$ cat config.mk
export PLATFORM = sky130hd
export DESIGN_NAME = sigstore_top
export DESIGN_NICKNAME = d
export VERILOG_FILES = /design/src/rtl/sigstore_pkg.sv /design/src/rtl/sigstore_bank.sv /design/src/rtl/sigstore_guard.sv /design/src/rtl/sigstore_csum.sv /design/src/rtl/sigstore_top.sv
export SDC_FILE = /design/constraint.sdc
export NUM_CORES = 1
export LEC_CHECK = 0
export BUFFER_PORTS_ARGS = -buffer_cell sky130_fd_sc_hd__buf_4
export CORE_ASPECT_RATIO = 0.7
export CORE_MARGIN = 4
export CORE_UTILIZATION = 35
export DETAILED_ROUTE_END_ITERATION = 8
export PLACE_DENSITY_LB_ADDON = 0.2
export SLEW_MARGIN = 20
export SYNTH_ARGS = -nofsm -noshare
export SYNTH_HDL_FRONTEND = slang
export SYNTH_SLANG_ARGS = --single-unit
export TNS_END_PERCENT = 1
$ cat constraint.sdc
create_clock -name clk -period 6.4 [get_ports clk]
set_input_delay 1.6 -clock clk [delete_from_list [all_inputs] [get_ports clk]]
set_output_delay 1.6 -clock clk [all_outputs]
set_load 0.005 [all_outputs]
$ cat src/rtl/sigstore_pkg.sv
package sigstore_pkg;
  typedef enum logic [1:0] {
    OP_READ   = 2'b00,
    OP_WRITE  = 2'b01,
    OP_ERASE  = 2'b10,
    OP_SECURE = 2'b11
  } op_e;

  localparam logic REGION_ARRAY = 1'b0;
  localparam logic REGION_SIG   = 1'b1;
endpackage

$ cat src/rtl/sigstore_bank.sv
module sigstore_bank #(
  parameter int DEPTH  = 8,
  parameter int BYTE_W = 8,
  localparam int AW    = (DEPTH > 1) ? $clog2(DEPTH) : 1
) (
  input  logic                      clk,
  input  logic                      rst,
  input  logic                      clr,
  input  logic                      we,
  input  logic [AW-1:0]             waddr,
  input  logic [BYTE_W-1:0]         wdata,
  output logic [DEPTH*BYTE_W-1:0]   contents
);
  // one register per byte so a bulk erase completes in a single cycle
  for (genvar g = 0; g < DEPTH; g++) begin : g_cell
    logic [BYTE_W-1:0] cell_q;
    always_ff @(posedge clk) begin
      if (rst || clr)
        cell_q <= '0;
      else if (we && (waddr == AW'(g)))
        cell_q <= wdata;
    end
    assign contents[g*BYTE_W +: BYTE_W] = cell_q;
  end
endmodule

$ cat src/rtl/sigstore_guard.sv
module sigstore_guard
  import sigstore_pkg::*;
(
  input  logic       clk,
  input  logic       rst,
  input  logic       cmd_valid,
  input  logic [1:0] cmd_op,
  output logic       secured_q,
  output logic       do_erase,
  output logic       do_write,
  output logic       do_read
);
  op_e op;
  assign op = op_e'(cmd_op);

  assign do_erase = cmd_valid && (op == OP_ERASE);
  assign do_read  = cmd_valid && (op == OP_READ);
  assign do_write = cmd_valid && (op == OP_WRITE) && !secured_q;

  always_ff @(posedge clk) begin
    if (rst)
      secured_q <= 1'b0;
    else if (do_erase)
      secured_q <= 1'b0;
    else if (cmd_valid && (op == OP_SECURE))
      secured_q <= 1'b1;
  end

  // security only drops after an erase command
  assert_sec_sticky_R5: assert property (@(posedge clk) disable iff (rst)
    (secured_q && !(cmd_valid && cmd_op == OP_ERASE)) |=> secured_q);

  // a secure command takes effect in the next cycle
  assert_sec_set_R5: assert property (@(posedge clk) disable iff (rst)
    (cmd_valid && cmd_op == OP_SECURE) |=> secured_q);

  // erase leaves the device unsecured
  assert_erase_unsec_R7: assert property (@(posedge clk) disable iff (rst)
    (cmd_valid && cmd_op == OP_ERASE) |=> !secured_q);
endmodule

$ cat src/rtl/sigstore_csum.sv
module sigstore_csum #(
  parameter int BYTE_W = 8,
  parameter int CSUM_W = 16
) (
  input  logic              clk,
  input  logic              rst,
  input  logic              clr,
  input  logic              upd,
  input  logic [BYTE_W-1:0] old_byte,
  input  logic [BYTE_W-1:0] new_byte,
  output logic [CSUM_W-1:0] csum_q
);
  logic [CSUM_W-1:0] delta;
  assign delta = CSUM_W'(new_byte) - CSUM_W'(old_byte);

  // incremental update: remove the replaced byte, add the new one
  always_ff @(posedge clk) begin
    if (rst || clr)
      csum_q <= '0;
    else if (upd)
      csum_q <= csum_q + delta;
  end

  // checksum is zero after an erase
  assert_erase_zero_R9: assert property (@(posedge clk) disable iff (rst)
    clr |=> (csum_q == '0));

  // with no accepted write and no erase the checksum holds
  assert_csum_hold_R6: assert property (@(posedge clk) disable iff (rst)
    (!upd && !clr) |=> $stable(csum_q));
endmodule

$ cat src/rtl/sigstore_top.sv
module sigstore_top
  import sigstore_pkg::*;
#(
  parameter int ARRAY_BYTES = 32,
  parameter int SIG_BYTES   = 8,
  parameter int BYTE_W      = 8,
  parameter int CSUM_W      = 16,
  localparam int ARR_AW     = $clog2(ARRAY_BYTES),
  localparam int SIG_AW     = $clog2(SIG_BYTES),
  localparam int ADDR_W     = (ARR_AW > SIG_AW) ? ARR_AW : SIG_AW
) (
  input  logic                        clk,
  input  logic                        rst,
  input  logic                        cmd_valid,
  input  logic [1:0]                  cmd_op,
  input  logic                        cmd_region,
  input  logic [ADDR_W-1:0]           cmd_addr,
  input  logic [BYTE_W-1:0]           cmd_wdata,
  output logic                        rd_valid,
  output logic [BYTE_W-1:0]           rd_data,
  output logic                        rd_err,
  output logic                        secured,
  output logic [CSUM_W-1:0]           csum,
  output logic [SIG_BYTES*BYTE_W-1:0] sig_word
);
  logic do_erase, do_write, do_read, secured_q;
  logic [ARRAY_BYTES*BYTE_W-1:0] arr_flat;
  logic [SIG_BYTES*BYTE_W-1:0]   sig_flat;
  logic [ARR_AW-1:0] arr_idx;
  logic [SIG_AW-1:0] sig_idx;
  logic [BYTE_W-1:0] cur_byte;
  logic deny;

  assign arr_idx = cmd_addr[ARR_AW-1:0];
  assign sig_idx = cmd_addr[SIG_AW-1:0];

  sigstore_guard u_guard (
    .clk       (clk),
    .rst       (rst),
    .cmd_valid (cmd_valid),
    .cmd_op    (cmd_op),
    .secured_q (secured_q),
    .do_erase  (do_erase),
    .do_write  (do_write),
    .do_read   (do_read)
  );

  sigstore_bank #(.DEPTH(ARRAY_BYTES), .BYTE_W(BYTE_W)) u_arr (
    .clk      (clk),
    .rst      (rst),
    .clr      (do_erase),
    .we       (do_write && (cmd_region == REGION_ARRAY)),
    .waddr    (arr_idx),
    .wdata    (cmd_wdata),
    .contents (arr_flat)
  );

  sigstore_bank #(.DEPTH(SIG_BYTES), .BYTE_W(BYTE_W)) u_sig (
    .clk      (clk),
    .rst      (rst),
    .clr      (do_erase),
    .we       (do_write && (cmd_region == REGION_SIG)),
    .waddr    (sig_idx),
    .wdata    (cmd_wdata),
    .contents (sig_flat)
  );

  // byte currently held at the addressed location (read data and old value)
  assign cur_byte = (cmd_region == REGION_SIG) ? sig_flat[sig_idx*BYTE_W +: BYTE_W]
                                               : arr_flat[arr_idx*BYTE_W +: BYTE_W];

  sigstore_csum #(.BYTE_W(BYTE_W), .CSUM_W(CSUM_W)) u_csum (
    .clk      (clk),
    .rst      (rst),
    .clr      (do_erase),
    .upd      (do_write),
    .old_byte (cur_byte),
    .new_byte (cmd_wdata),
    .csum_q   (csum)
  );

  assign deny = do_read && (cmd_region == REGION_ARRAY) && secured_q;

  always_ff @(posedge clk) begin
    if (rst) begin
      rd_valid <= 1'b0;
      rd_err   <= 1'b0;
      rd_data  <= '0;
    end else begin
      rd_valid <= do_read;
      rd_err   <= deny;
      rd_data  <= (do_read && !deny) ? cur_byte : '0;
    end
  end

  assign secured  = secured_q;
  assign sig_word = sig_flat;

  // a refused read carries zero data inside a response
  assert_deny_zero_R4: assert property (@(posedge clk) disable iff (rst)
    rd_err |-> (rd_valid && rd_data == '0));

  // array read while secured is refused
  assert_deny_when_sec_R4: assert property (@(posedge clk) disable iff (rst)
    (cmd_valid && cmd_op == OP_READ && cmd_region == REGION_ARRAY && secured) |=> rd_err);

  // signature reads are never refused
  assert_sig_open_R3: assert property (@(posedge clk) disable iff (rst)
    (cmd_valid && cmd_op == OP_READ && cmd_region == REGION_SIG) |=> !rd_err);

  // signature contents unchanged by writes while secured
  assert_sec_nowrite_R6: assert property (@(posedge clk) disable iff (rst)
    (secured && cmd_valid && cmd_op == OP_WRITE) |=> ($stable(sig_word) && $stable(csum)));

  // no response without a read
  assert_resp_idle_R2: assert property (@(posedge clk) disable iff (rst)
    !(cmd_valid && cmd_op == OP_READ) |=> (!rd_valid && rd_data == '0));
endmodule

==> run_results.csv <==
group,metric,value,unit
clock_tree,clk_latency,520,ps
flow_run,maxCapViolCount,0,
placement,dp_cells,2332,
floorplanning,fp-row-count,66,
global_route,grt_usage,19.6,%
detailed_routing,detail-route-antenna-nets,0,
layout,final_cells,2399,
sta,fin_crit_sh,91.5,%
logic_synthesis,netlist_area,16700,um^2
layout,antenna_cells,0,
clock_tree,holdBufCountCts,0,
critical_path,cp.arrival,6270,ps
logic_synthesis,yosys_warnings,0,
power,switching_share,24.7,%
clock_tree,clk_pin_slew,60,ps
critical_path,path_max_fanout,22,
detailed_routing,route.detailed.drc,0,
placement,routabilityCongestion,0.837,
critical_path,cp.required,6810,ps
logic_synthesis,synth_seq_area_share,41.6,%
power,p_per_area,255,nW/um^2
floorplanning,pin_count,110,
sta,hold_viol_final,0,
detailed_routing,first_pass_iters,7,
logic_synthesis,synthTopCellsByArea,"dfxtp_1 (42%), mux2i_1 (11%), mux4_1 (7.7%)",
logic_synthesis,ys_types,64,
sta,setup_viol,0,
sta,finClkSkew,16.2,ps
layout,final_nets,1807,
logic_synthesis,yosys-top-cells-count,"dfxtp_1 (347), nand2_1 (204), a21oi_1 (187)",
clock_tree,numCtsBuffers,38,
clock_tree,cts_max_level,2,
power,seqPwrFrac,44.6,%
global_route,grt_max_degree,189,
global_route,grt_pass1_wl,78500,um
logic_synthesis,synth_nets,1757,
layout,syn2layout_area_growth,14.8,%
sta,finalMaxSlewViolations,0,
power,leakage,7.29,nW
logic_synthesis,synth_top_area_share,41.6,%
power,combPwrFrac,8.8,%
clock_tree,root_buffer,"clkbuf_16",
floorplanning,start_util,35.6,%
logic_synthesis,synth.most_common_cell,"dfxtp_1",
layout,fill_cells,4571,
detailed_routing,routed_via_density,5.56,
clock_tree,cts_resized,0,
sta,setup_tns,0,ps
global_route,grt_pass1_vias,12711,
floorplanning,die_h,191,um
floorplanning,design.core.area,46800,um^2
logic_synthesis,ys_dominant_reg_cell,"dfxtp_1",
logic_synthesis,async_flop_share,0,%
hold_path,hold_class,"reg2reg",
detailed_routing,routed_wl,51500,um
clock_tree,cts_tree,"built",
placement,port_buffers,109,
critical_path,startpoint_type,"input pin",
critical_path,end_kind,"register",
sta,worst_slack,543,ps
placement,place_hpwl,33000,um
clock_tree,cts_max_path_buffers,3,
power,switchingPower,1.21,mW
global_route,overflow,0,
floorplanning,die_area,51300,um^2
clock_tree,post_cts_buffers,0,
logic_synthesis,syn_inst,1710,
clock_tree,clock_sinks,347,
sta,rsz0062_at_grt,"no",
detailed_routing,num_vias,13345,
logic_synthesis,synth_largest_area_cell,"dfxtp_1",
detailed_routing,wl_per_cell,21.4,um
power,vdd_ir_drop_max,0.132,mV
logic_synthesis,synth_edf_count,0,
sta,fin_crit,5860,ps
power,internal_power,3.67,mW
sta,maxSlewHeadroom,35.3,%
layout,drive_gt1_share,17.0,%
logic_synthesis,synth.avg_cell_area,9.76,um^2
power,p_clk_share,46.6,%
floorplanning,die_w,269,um
logic_synthesis,yosys_register_bits,347,
critical_path,worstSetupPathType,"in2reg",
detailed_routing,drtIter0Drc,1323,
global_route,antenna_found_initial,1,
status,status,"finished clean",
sta,timing.hold.ws,451,ps
placement,place_ws,113,ps
sta,worst_pin_slew,964,ps
critical_path,rrSetupSlack,1870,ps
sta,fmax,171,MHz
per-layer routing:
metal | routed length [um] | up-vias | GRT usage [%]
li1 | - | 6243 | -
met1 | 25300 | 6577 | 30.1
met2 | 21600 | 456 | 28.2
met3 | 3530 | 67 | 3.71
met4 | 1050 | 2 | 4.58
met5 | 12 | - | 0
flip-flops by register name (all words and copies together), names as in the netlist:
signal and cells:
u_sig.g_cell.cell_q 64, rd_valid 1, u_arr.g_cell.cell_q 256, u_csum.csum_q 16, rd_err 1, u_guard.secured_q 1, rd_data 8
final timing paths:
check / startpoint / to / depth (start not counted)
setup / recovery: cmd_addr[0] / u_csum.csum_q[14]$_SDFFE_PP0P_ / 22
hold / removal: u_arr.g_cell[13].cell_q[3]$_SDFFE_PP0P_ / u_arr.g_cell[13].cell_q[3]$_SDFFE_PP0P_ / 2
setup reg to reg: u_arr.g_cell[5].cell_q[1]$_SDFFE_PP0P_ / u_csum.csum_q[14]$_SDFFE_PP0P_ / 19
hold reg to reg: u_arr.g_cell[13].cell_q[3]$_SDFFE_PP0P_ / u_arr.g_cell[13].cell_q[3]$_SDFFE_PP0P_ / 2
placed cells by master, fill, tap and decap left out, drive strengths merged, types with 58 or more instances in the layout:
master	count
buf	153
a21oi	187
nand2	205
clkbuf	58
mux2i	184
nor2	198
nand3	119
o21ai	77
mux4	80
dfxtp	347
cells by family (layout without fill, tap and decap cells):
family,after synthesis,count (layout),synth area share (%)
mux,287,287,24.7
compound gates,319,319,10.5
flops,347,347,41.6
fa+ha+maj,28,28,2.19
xor+xnor,14,14,0.735
simple gates,564,564,15.4
buf+inv,151,228,4.97
metrics by stage:
step | total power, mW | util, % | instance area (um^2)
2_1_floorplan | 2.52 | - | 16700
3_3_place_gp | 2.65 | 38.2 | 17900
3_5_place_dp | 2.65 | 38.2 | 17900
4_1_cts | 4.93 | 40.9 | 19200
5_1_grt | 5.05 | 40.9 | 19200
6_report | 4.88 | 40.9 | 19200
critical path, stage by stage:
cell and delay, ps:
buf_4 350, buf_12 200, mux4_1 560, mux2_2 270
o22ai_1 240, a221o_1 200, mux2i_1 120, ha_1 210
inv_1 60, fa_1 210, nand3_1 110, a21oi_1 220
o221ai_1 180, buf_4 210, ha_1 320, buf_4 140
nand2_1 50, o21ai_0 370, nor2_1 70, a21oi_1 280
mux2i_1 220, nand2_1 60
power by group through the flow:
stage	Sequential [mW]	Clock [mW]	Combinational [mW]
3_3_place_gp	2.22	0	0.424
3_5_place_dp	2.22	0	0.428
6_report	2.18	2.27	0.431
5_1_grt	2.18	2.41	0.465
4_1_cts	2.18	2.33	0.430
2_1_floorplan	2.22	0	0.297
final cells by class:
class / instances / area, um^2 / share of cell area (%)
Multi-Input combinational cell: 1212 / 8930 / 46.6
Sequential cell: 347 / 6950 / 36.3
Timing Repair Buffer: 153 / 1210 / 6.32
Clock buffer: 58 / 1150 / 5.99
Tap cell: 612 / 766 / 4.00
Clock inverter: 9 / 133 / 0.692
Inverter: 8 / 30.0 / 0.157
(Power assumes the default switching activity.)
